### src/rtl/tmr_cmp_pkg.sv
package tmr_cmp_pkg;
  typedef enum logic [3:0] {
    MODE_OFF    = 4'b0000,
    MODE_TOGGLE = 4'b0010,
    MODE_SET    = 4'b1000,
    MODE_CLR    = 4'b1001,
    MODE_IRQ    = 4'b1010,
    MODE_EVT    = 4'b1011
  } cmp_mode_e;

  typedef struct packed {
    logic arm;
    logic set;
    logic clr;
    logic tgl;
    logic evt;
  } cmp_act_t;

  function automatic cmp_act_t decode_mode(logic [3:0] m);
    cmp_act_t a;
    a = '0;
    unique case (m)
      MODE_SET:    begin a.arm = 1'b1; a.set = 1'b1; end
      MODE_CLR:    begin a.arm = 1'b1; a.clr = 1'b1; end
      MODE_TOGGLE: begin a.arm = 1'b1; a.tgl = 1'b1; end
      MODE_IRQ:    a.arm = 1'b1;
      MODE_EVT:    begin a.arm = 1'b1; a.evt = 1'b1; end
      default:     a = '0;
    endcase
    return a;
  endfunction
endpackage

### src/rtl/tmr_cmp_match.sv
module tmr_cmp_match #(
  parameter int W = 16
) (
  input  logic         clk_i,
  input  logic         rst_ni,
  input  logic [W-1:0] cnt_a_i,
  input  logic [W-1:0] cnt_b_i,
  input  logic         sel_i,
  input  logic [W-1:0] cmp_i,
  input  logic         arm_i,
  output logic         hit_o
);
  logic [W-1:0] cnt_sel;
  logic         eq, eq_q;

  assign cnt_sel = sel_i ? cnt_b_i : cnt_a_i;
  assign eq      = (cnt_sel == cmp_i);

  always_ff @(posedge clk_i or negedge rst_ni) begin
    if (!rst_ni) eq_q <= 1'b0;
    else         eq_q <= eq;
  end

  // rising edge of equality only
  assign hit_o = arm_i & eq & ~eq_q;


  hit_single_chk: assert property (@(posedge clk_i) disable iff (!rst_ni)
    hit_o |=> !hit_o);
endmodule

### src/rtl/tmr_cmp_latch.sv
module tmr_cmp_latch
  import tmr_cmp_pkg::*;
(
  input  logic     clk_i,
  input  logic     rst_ni,
  input  logic     force_low_i,
  input  logic     hit_i,
  input  cmp_act_t act_i,
  output logic     latch_o
);
  logic latch_q;

  always_ff @(posedge clk_i or negedge rst_ni) begin
    if (!rst_ni)          latch_q <= 1'b0;
    else if (force_low_i) latch_q <= 1'b0;
    else if (hit_i) begin
      if (act_i.set)      latch_q <= 1'b1;
      else if (act_i.clr) latch_q <= 1'b0;
      else if (act_i.tgl) latch_q <= ~latch_q;
    end
  end

  assign latch_o = latch_q;


  force_low_chk: assert property (@(posedge clk_i) disable iff (!rst_ni)
    force_low_i |=> !latch_o);

  irq_hold_chk: assert property (@(posedge clk_i) disable iff (!rst_ni)
    (!hit_i && !force_low_i) |=> $stable(latch_o));
endmodule

### src/rtl/tmr_cmp_flag.sv
module tmr_cmp_flag (
  input  logic clk_i,
  input  logic rst_ni,
  input  logic set_i,
  input  logic clr_i,
  output logic flag_o
);
  logic flag_q;

  always_ff @(posedge clk_i or negedge rst_ni) begin
    if (!rst_ni)    flag_q <= 1'b0;
    else if (set_i) flag_q <= 1'b1;
    else if (clr_i) flag_q <= 1'b0;
  end

  assign flag_o = flag_q;


  flag_sticky_chk: assert property (@(posedge clk_i) disable iff (!rst_ni)
    (flag_o && !clr_i) |=> flag_o);

  flag_set_wins_chk: assert property (@(posedge clk_i) disable iff (!rst_ni)
    set_i |=> flag_o);
endmodule

### src/rtl/tmr_cmp_unit.sv
module tmr_cmp_unit
  import tmr_cmp_pkg::*;
#(
  parameter int W           = 16,
  parameter int MW          = 4,
  parameter bit ADC_CAPABLE = 1'b1
) (
  input  logic          clk_i,
  input  logic          rst_ni,
  input  logic [W-1:0]  tmr_a_i,
  input  logic [W-1:0]  tmr_b_i,
  input  logic          tmr_sel_i,
  input  logic          cmp_we_i,
  input  logic [W-1:0]  cmp_wdata_i,
  input  logic          mode_we_i,
  input  logic [MW-1:0] mode_wdata_i,
  input  logic          adc_en_i,
  input  logic          pin_oe_i,
  input  logic          flag_clr_i,
  output logic          pin_o,
  output logic          pin_en_o,
  output logic          flag_o,
  output logic          tmr_a_rst_o,
  output logic          tmr_b_rst_o,
  output logic          adc_start_o
);
  logic [W-1:0]  cmp_q;
  logic [MW-1:0] mode_q;
  cmp_act_t      act;
  logic          hit, trig, latch;
  logic          rst_a_q, rst_b_q;

  always_ff @(posedge clk_i or negedge rst_ni) begin
    if (!rst_ni) begin
      cmp_q  <= '0;
      mode_q <= '0;
    end else begin
      if (cmp_we_i)  cmp_q  <= cmp_wdata_i;
      if (mode_we_i) mode_q <= mode_wdata_i;
    end
  end

  assign act = decode_mode(4'(mode_q));

  tmr_cmp_match #(.W(W)) u_match (
    .clk_i   (clk_i),
    .rst_ni  (rst_ni),
    .cnt_a_i (tmr_a_i),
    .cnt_b_i (tmr_b_i),
    .sel_i   (tmr_sel_i),
    .cmp_i   (cmp_q),
    .arm_i   (act.arm),
    .hit_o   (hit)
  );

  tmr_cmp_latch u_latch (
    .clk_i       (clk_i),
    .rst_ni      (rst_ni),
    .force_low_i (mode_we_i && (mode_wdata_i == '0)),
    .hit_i       (hit),
    .act_i       (act),
    .latch_o     (latch)
  );

  tmr_cmp_flag u_flag (
    .clk_i  (clk_i),
    .rst_ni (rst_ni),
    .set_i  (hit),
    .clr_i  (flag_clr_i),
    .flag_o (flag_o)
  );

  assign trig = hit & act.evt;

  always_ff @(posedge clk_i or negedge rst_ni) begin
    if (!rst_ni) begin
      rst_a_q <= 1'b0;
      rst_b_q <= 1'b0;
    end else begin
      rst_a_q <= trig & ~tmr_sel_i;
      rst_b_q <= trig &  tmr_sel_i;
    end
  end

  generate
    if (ADC_CAPABLE) begin : g_adc
      logic adc_q;
      always_ff @(posedge clk_i or negedge rst_ni) begin
        if (!rst_ni) adc_q <= 1'b0;
        else         adc_q <= trig & adc_en_i;
      end
      assign adc_start_o = adc_q;
    end else begin : g_no_adc
      assign adc_start_o = 1'b0;
    end
  endgenerate

  assign tmr_a_rst_o = rst_a_q;
  assign tmr_b_rst_o = rst_b_q;
  assign pin_en_o    = pin_oe_i;
  assign pin_o       = pin_oe_i & latch;


  trig_onehot_chk: assert property (@(posedge clk_i) disable iff (!rst_ni)
    $onehot0({tmr_a_rst_o, tmr_b_rst_o}));

  trig_pulse_chk: assert property (@(posedge clk_i) disable iff (!rst_ni)
    (tmr_a_rst_o || tmr_b_rst_o) |=> !(tmr_a_rst_o || tmr_b_rst_o));

  adc_with_trig_chk: assert property (@(posedge clk_i) disable iff (!rst_ni)
    adc_start_o |-> (tmr_a_rst_o || tmr_b_rst_o));

  trig_sets_flag_chk: assert property (@(posedge clk_i) disable iff (!rst_ni)
    (tmr_a_rst_o || tmr_b_rst_o) |-> flag_o || $past(flag_clr_i));
endmodule

### config.mk
export PLATFORM = sky130hd
export DESIGN_NAME = tmr_cmp_unit
export DESIGN_NICKNAME = d
export VERILOG_FILES = /design/src/rtl/tmr_cmp_pkg.sv /design/src/rtl/tmr_cmp_match.sv /design/src/rtl/tmr_cmp_latch.sv /design/src/rtl/tmr_cmp_flag.sv /design/src/rtl/tmr_cmp_unit.sv
export SDC_FILE = /design/constraint.sdc
export NUM_CORES = 1
export LEC_CHECK = 0
export ABC_AREA = 1
export BUFFER_PORTS_ARGS = -buffer_cell sky130_fd_sc_hd__buf_4
export CAP_MARGIN = 40
export CORE_ASPECT_RATIO = 1.1
export CORE_MARGIN = 1
export CORE_UTILIZATION = 30
export DETAILED_ROUTE_END_ITERATION = 6
export PLACE_DENSITY = 0.61
export SLEW_MARGIN = 20
export SYNTH_ARGS = -nofsm -noshare
export SYNTH_HDL_FRONTEND = slang
export SYNTH_HIERARCHICAL = 1
export SYNTH_SLANG_ARGS = --single-unit
export TNS_END_PERCENT = 10
### constraint.sdc
create_clock -name clk_i -period 1.5 [get_ports clk_i]
set_clock_uncertainty 0.05 [all_clocks]
set_input_delay 0 -clock clk_i [delete_from_list [all_inputs] [get_ports clk_i]]
set_output_delay 0 -clock clk_i [all_outputs]
set_load 0.05 [all_outputs]
## After elaboration in Yosys (flattened, before gate mapping)

Index checks and enable logic that the tools add are counted.

- Input bits: 60
- Logic and storage cells: 44
- Register bits: 26
- Output and inout bits: 6

- Equal/unequal tests: 6
- Mux-type cells: 13
- Reduce and logical (&&, ||, !) cells: 7
- Bitwise logic cells: 10

Operator list:

| cell | count |
|---|---|
| == test 16 bit | 1 |
| == test 4 bit, second input constant | 4 |
| two-way mux 16 bit | 1 |
| two-way mux 1 bit | 12 |
| AND 1 bit | 7 |
| OR reduction 5 bit | 1 |
| == test 4 x 2 -> 1 bit, second input constant | 1 |
| logical NOT 4 bit | 1 |
| nonzero test 2 bit | 2 |
| nonzero test 4 bit | 1 |
| NOT 1 bit | 3 |
| AND reduction 2 bit | 1 |
| logical AND 1 bit | 1 |

## Depth between registers and ports, before layout

Gate-level depths: netlist of the first run.

- Depth in word-level cells: 7
- Mapped depth: 16

## By module

Netlist of the first run, hierarchy kept.

Modules (own cells, without submodules):

| module | area an instance (um^2) | cells an instance | instances | seq. area each (um^2) |
|---|---|---|---|---|
| tmr_cmp_unit | 947.2 | 110 | 1 | 575.6 |
| tmr_cmp_match | 643.1 | 145 | 1 | 25.0 |
| tmr_cmp_latch | 77.6 | 14 | 1 | 25.0 |
| tmr_cmp_flag | 40.0 | 5 | 1 | 25.0 |

## Worst setup path before layout of the first run

Ideal clock, no wire load.

- Path type: reg-to-reg
- Start point: reg cmp_q[0]
- End point: reg u_latch.latch_q (netlist: u_latch/latch_o)
- Data arrival time: 1.205 ns
- Stages on the path, launching flop included: 13
- Library setup time: 0.117 ns
- Slack: 0.128 ns
- Data required time: 1.333 ns
- Period minus slack after synthesis: 1.372 ns
- Cell sequence: dfrtp_1 -> nand3b_1 -> nand2_1 -> nand2_1 -> inv_1 -> nand2_1 -> nor2_1 -> nand2_1 -> nor2_2 -> or2_1 -> nand2_1 -> nand2_1 -> nand2_1

- Word-level cells in the longest chain between the ends: 5

RTL lines:

| item | line | RTL |
|---|---|---|
| start, declared | tmr_cmp_unit.sv:27 | `logic [W-1:0] cmp_q;` |
| start signal, assigned | tmr_cmp_unit.sv:38 | `if (cmp_we_i) cmp_q <= cmp_wdata_i;` |
| == test 16 bit | tmr_cmp_match.sv:17 | `assign eq = (cnt_sel == cmp_i);` |
| AND 1 bit (2 in series) | tmr_cmp_match.sv:25 | `assign hit_o = arm_i & eq & ~eq_q;` |
| named net hit | tmr_cmp_unit.sv:30 | `logic hit, trig, latch;` |
| nonzero test 2 bit (no line) | -- |  |
| AND reduction 2 bit (no line) | -- |  |
| end signal, assigned | tmr_cmp_latch.sv:19 | `else if (act_i.tgl) latch_q <= ~latch_q;` |
| end, declared | tmr_cmp_latch.sv:11 | `logic latch_q;` |

The timed path passes the listed nets, and every way through them passes these cells.
A chain may end at the register's enable or synchronous reset.

## Worst setup path in the final report of the first run

Ends and elaborated chain as after synthesis.

==> results of run 1 <==
-- area by class of cell --
type / instances / area (um2) / area share, %
well taps: 75 / 93.8 / 3.63
clock buffers: 3 / 41.3 / 1.60
repair buffers: 97 / 798 / 30.9
flip-flops and latches: 26 / 651 / 25.2
multi-input cells: 186 / 792 / 30.7
inverters: 54 / 208 / 8.04
-- stage by stage --
stage | hold slack, ns | utilization (%) | setup slack (ns)
floorplan | -0.346 | - | 0.128
finish | 0.0221 | 47.6 | -0.0652
detailed placement | -0.116 | 41.6 | -0.0603
global route | 0.0292 | 47.6 | -0.197
global placement | -0.119 | 41.6 | -0.00916
CTS | 0.0179 | 47.5 | -0.0522
-- where the power goes --
group	total, uW	switching (uW)	leakage, uW	internal, uW
Clock	403	223	0.0000216	180
Combinational	509	249	0.00115	260
Sequential	801	44.9	0.000326	757
Total	1710	517	0.00149	1200
-- critical path, stage by stage, from the launching register on --
cell	delay (ns)
dfrtp_1	0.39
nand3b_1	0.16
nand2_1	0.06
nand2_1	0.06
inv_1	0.05
nand2_1	0.04
nor2_1	0.11
nand2_1	0.09
nor2_2	0.16
or2_1	0.15
nand2_1	0.06
nand2_1	0.06
nand2_1	0.05
-- timing repair --
item	in CTS	in global routing
cloned	0	0
endpoints found under the setup margin	1	5
pin swaps	0	12
hold endpoints to repair	48	0
gates resized for setup	0	2
hold buffers	28	0
-- sequential cells by signal, summed over array words and instances (netlist names) --
register and flops:
tmr_b_rst_o 1, u_flag/flag_o 1, u_latch/latch_o 1, u_match/eq_q 1, tmr_a_rst_o 1, adc_start_o 1
mode_q 4, cmp_q 16
-- worst paths after layout --
kind,start,to,slack (ns),depth (start not counted)
setup / recovery,cmp_q[0]$_DFFE_PN0P_,u_latch/latch_o$_DFFE_PN0P_,-0.07,12
hold / removal,tmr_sel_i,tmr_a_rst_o$_DFF_PN0_,0.02,3
setup reg to reg,cmp_q[0]$_DFFE_PN0P_,u_latch/latch_o$_DFFE_PN0P_,-0.07,12
hold reg to reg,u_flag/flag_o$_DFFE_PN0P_,u_flag/flag_o$_DFFE_PN0P_,0.44,2
max in group asynchronous,rst_ni,cmp_q[14]$_DFFE_PN0P_,1.02,2
min in group asynchronous,rst_ni,u_latch/latch_o$_DFFE_PN0P_,0.13,2
-- cell usage in the layout (no fill, tap or decap) --
cell,count
o21ai_0,19
nand3_1,15
nor3_1,3
a21oi_1,1
dfrtp_1,26
inv_1,51
dlygate4sd3_1,28
or2_1,1
nor2_2,2
nand3b_1,4
inv_2,2
nand3_2,1
nand2_2,7
nor2_1,17
buf_4,69
clkbuf_8,3
inv_6,1
nand2_1,116
-- layer usage --
metal | track usage (%) | vias to the layer above
met4 | 2.88 | 0
met3 | 2.85 | 2
met2 | 29.3 | 48
met1 | 19.8 | 812
met5 | 0 | -
li1 | - | 991
==> flow_metrics.tcl, run 1 <==
set metrics [dict create \
    status "finished, violations left" \
    violations "negative setup slack" \
    hold_violations 0 \
    power-per-cell-area_nw_per_um2 663 \
    setup_ws_ns -0.0652 \
    num_vias 1853 \
    setup-tns-final_ns -0.0652 \
    via_per_inst 4.20 \
    die_area_um2 5990 \
    initial_core_util_pct 31.4 \
    gr-usage-all-layers_pct 16.1 \
    max_freq_mhz 639 \
    drive_gt1_share_pct 23.2 \
    fillers 562 \
    n_antenna_cell 0 \
    setup_violations 1 \
    grt_max_degree 33 \
    dp_hpwl_um 3210 \
    drt_pre_antenna_iters 4 \
    io_buffer_count 65 \
    finalPower_uw 1710 \
    worstMarginPinSlew_ns 0.347 \
    placementRows 28 \
    critPathRequiredTime_ns 1.62 \
    top_layer "met4" \
    area_delta_synth_final_pct 51.6 \
    fin_crit_sh_pct 104 \
    insertion_delay_ns 0.27 \
    final_cells 441 \
    syn-instance-count 273 \
    core_um2 5430 \
    synth.net_count 333 \
    die_h_um 81.0 \
    wl_met3_um 219 \
    nNetsFinal 428 \
    dieWidth_um 73.9 \
    synthesis.area_um2 1700 \
    cts_tree "built" \
    cts.sink_count 26 \
    grt_pass1_wl_um 7580 \
    path_clk_slew_ns 0.09 \
    antenna_found_initial 0 \
    cts_root_buffer "clkbuf_8" \
    grt_pass1_vias 1854 \
    place_area_um2 2260 \
    wl_met1_um 2080 \
    synth.avg_cell_area_um2 6.24 \
    wirelength_um 4460 \
    ioPinCount 66 \
    ys_warn_count 6 \
    place_inst 410 \
    grt_overflow 0 \
    drtIter0Drc 66 \
    slew_violations 0 \
    cp_data_arrival_time_ns 1.69 \
    peakVddDrop_v 0.000572 \
    critPathCaptureType "register" \
    wl_met2_um 2140 \
    finalCriticalPeriod_ns 1.57 \
    tritoncts.num_buffers 3 \
    drc 0 \
    antenna_left 0 \
    cts_buffer_depth 2 \
    gp_congestion 0.798 \
    rsz0062_at_grt "true" \
    drt-wirelength-per-cell_um 10.1 \
    post-cts-setup-buffers 0 \
    leakage_uw 0.00149 \
    design_area_um2 2580 \
    hold_class "input port to register" \
    maxSlewHeadroom_pct 76.9 \
    path_class "register to register" \
    max-cap-violations 0 \
    crit_fanout 3 \
    cp-start-kind "register" \
    cts_max_level 1 \
]
Note: power is estimated with default switching activity, not from simulation.
==> inputs of run 2 (changes only) <==
Settings changed: TNS_END_PERCENT 10 to 100.
==> run 2 against run 1 <==
The run still ends with negative setup slack left. First-iteration DRC count grew 4.5%. Clock power is essentially flat. Non-clock buffer count is the same. Register-to-register slack gained 0.02 ns. Die area is the same. Critical endpoint unchanged. Combinational power is essentially flat.
==> flow_metrics.tcl, run 2 (synthesized netlist as in run 1, its figures left out) <==
set metrics [dict create \
    status "finished, violations left" \
    violations "negative setup slack" \
    power-per-cell-area_nw_per_um2 661 \
    grt_pass1_vias 1854 \
    fillers 562 \
    gr-usage-all-layers_pct 16.1 \
    min_from "tmr_sel_i" \
    peakVddDrop_v 0.000566 \
    drt-wirelength-per-cell_um 10.2 \
    setup_ws_ns -0.0424 \
    grt_overflow 0 \
    grt_pass1_wl_um 7580 \
    setup_violations 1 \
    cp_data_arrival_time_ns 1.66 \
    insertion_delay_ns 0.27 \
    cts_tree "built" \
    mostFrequentLayoutCells "115 x nand2_1, 69 x buf_4, 52 x inv_1" \
    hold_violations 0 \
    finalCriticalPeriod_ns 1.54 \
    r2r_start "cmp_q[0]$_DFFE_PN0P_" \
    regMostFlops "cmp_q" \
    slew_violations 0 \
    max-cap-violations 0 \
    crit_fanout 3 \
    hold_class "input port to register" \
    antenna_found_initial 0 \
    core_um2 5430 \
    placementRows 28 \
    final_cells 441 \
    maxSlewHeadroom_pct 76.9 \
    final_common_cell "nand2_1" \
    cp-start-kind "register" \
    largest_register_ffs 16 \
    path_clk_slew_ns 0.09 \
    post-cts-setup-buffers 0 \
    io_buffer_count 65 \
    drt_pre_antenna_iters 4 \
    die_area_um2 5990 \
    critPathCaptureType "register" \
    wirelength_um 4480 \
    grt_max_degree 33 \
    max_freq_mhz 648 \
    gp_congestion 0.798 \
    area_delta_synth_final_pct 52.2 \
    fin_crit_sh_pct 103 \
    antenna_left 0 \
    die_h_um 81.0 \
    rsz0062_at_grt "true" \
    dp_hpwl_um 3210 \
    finalPower_uw 1710 \
    leakage_uw 0.00149 \
    cts_root_buffer "clkbuf_8" \
    top_regs "cmp_q (16), mode_q (4)" \
    tritoncts.num_buffers 3 \
    cpMaxStageDelayCell "dfrtp_1" \
    dieWidth_um 73.9 \
    num_vias 1860 \
    fin_util_pct 47.8 \
    initial_core_util_pct 31.4 \
    drc 0 \
    ioPinCount 66 \
    cpMostUsedCell "nand2_1" \
    startpoint "cmp_q[0]$_DFFE_PN0P_" \
    cts_buffer_depth 2 \
    drtIter0Drc 69 \
    drive_gt1_share_pct 23.5 \
    worstMarginPinSlew_ns 0.347 \
    cp_cell_sequence "nand3b_1, nand2_1, nand2_1, inv_1, nand2_1, nor2_2, nand2_2, nor2_4, or2_1, nand2_1, nand2_1, nand2_1" \
    cts.sink_count 26 \
    place_inst 410 \
    cts_max_level 1 \
    path_class "register to register" \
    nNetsFinal 428 \
    slowest_delay_ns 0.39 \
    n_antenna_cell 0 \
    critPathRequiredTime_ns 1.62 \
    via_per_inst 4.22 \
]
## run 2: area by class of cell
class,instances,area (um2),area share [%]
Sequential cell,26,651,25.1
Timing Repair Buffer,97,798,30.8
Inverter,54,208,8.01
Tap cell,75,93.8,3.62
Multi-Input combinational cell,186,802,30.9
Clock buffer,3,41.3,1.59
## run 2: power breakdown
part | total (uW) | internal, uW | switching, uW
Sequential | 801 | 757 | 44.8
Combinational | 511 | 260 | 251
Clock | 401 | 180 | 221
Total | 1710 | 1200 | 517
## run 2: worst paths after layout
check | endpoint | slack, ns | depth (start not counted)
setup / recovery | u_latch/latch_o$_DFFE_PN0P_ | -0.04 | 12
hold / removal | tmr_a_rst_o$_DFF_PN0_ | 0.02 | 3
setup reg to reg | u_latch/latch_o$_DFFE_PN0P_ | -0.04 | 12
hold reg to reg | u_flag/flag_o$_DFFE_PN0P_ | 0.43 | 2
max in group asynchronous | cmp_q[14]$_DFFE_PN0P_ | 1.02 | 2
min in group asynchronous | u_latch/latch_o$_DFFE_PN0P_ | 0.13 | 2
## run 2: critical path: cells and delay by family, from the launching register on
family                 cells  cell delay, ns
flip-flops                 1            0.39
AND/OR/NAND/NOR           11            0.96
buffers and inverters      1            0.05
## run 2: stage by stage
stage	setup TNS [ns]	instance area (um2)	worst slack (ns)	hold slack, ns
floorplan	0	1700	0.128	-0.346
global placement	-0.00916	2260	-0.00916	-0.119
detailed placement	-0.0603	2260	-0.0603	-0.116
CTS	-0.0522	2580	-0.0522	0.0179
global route	-0.343	2590	-0.162	0.0292
finish	-0.0424	2590	-0.0424	0.0221
## run 2: what timing repair did
item / CTS / global route
gates resized for setup: 0 / 4
pin swaps: 0 / 12
hold buffers: 28 / 0
setup endpoints to repair: 1 / 5
hold endpoints to repair: 48 / 0
## run 2: per-layer routing
layer  share of wire [%]  wire [um]  global-route usage (%)  up-vias
li1                    -          -                       -      991
met1                  46       2080                    19.8      816
met2                  48       2150                    29.3       51
met3                 5.3        237                    2.85        2
met4                0.38         17                    2.88        0
met5                   0          0                       0        -
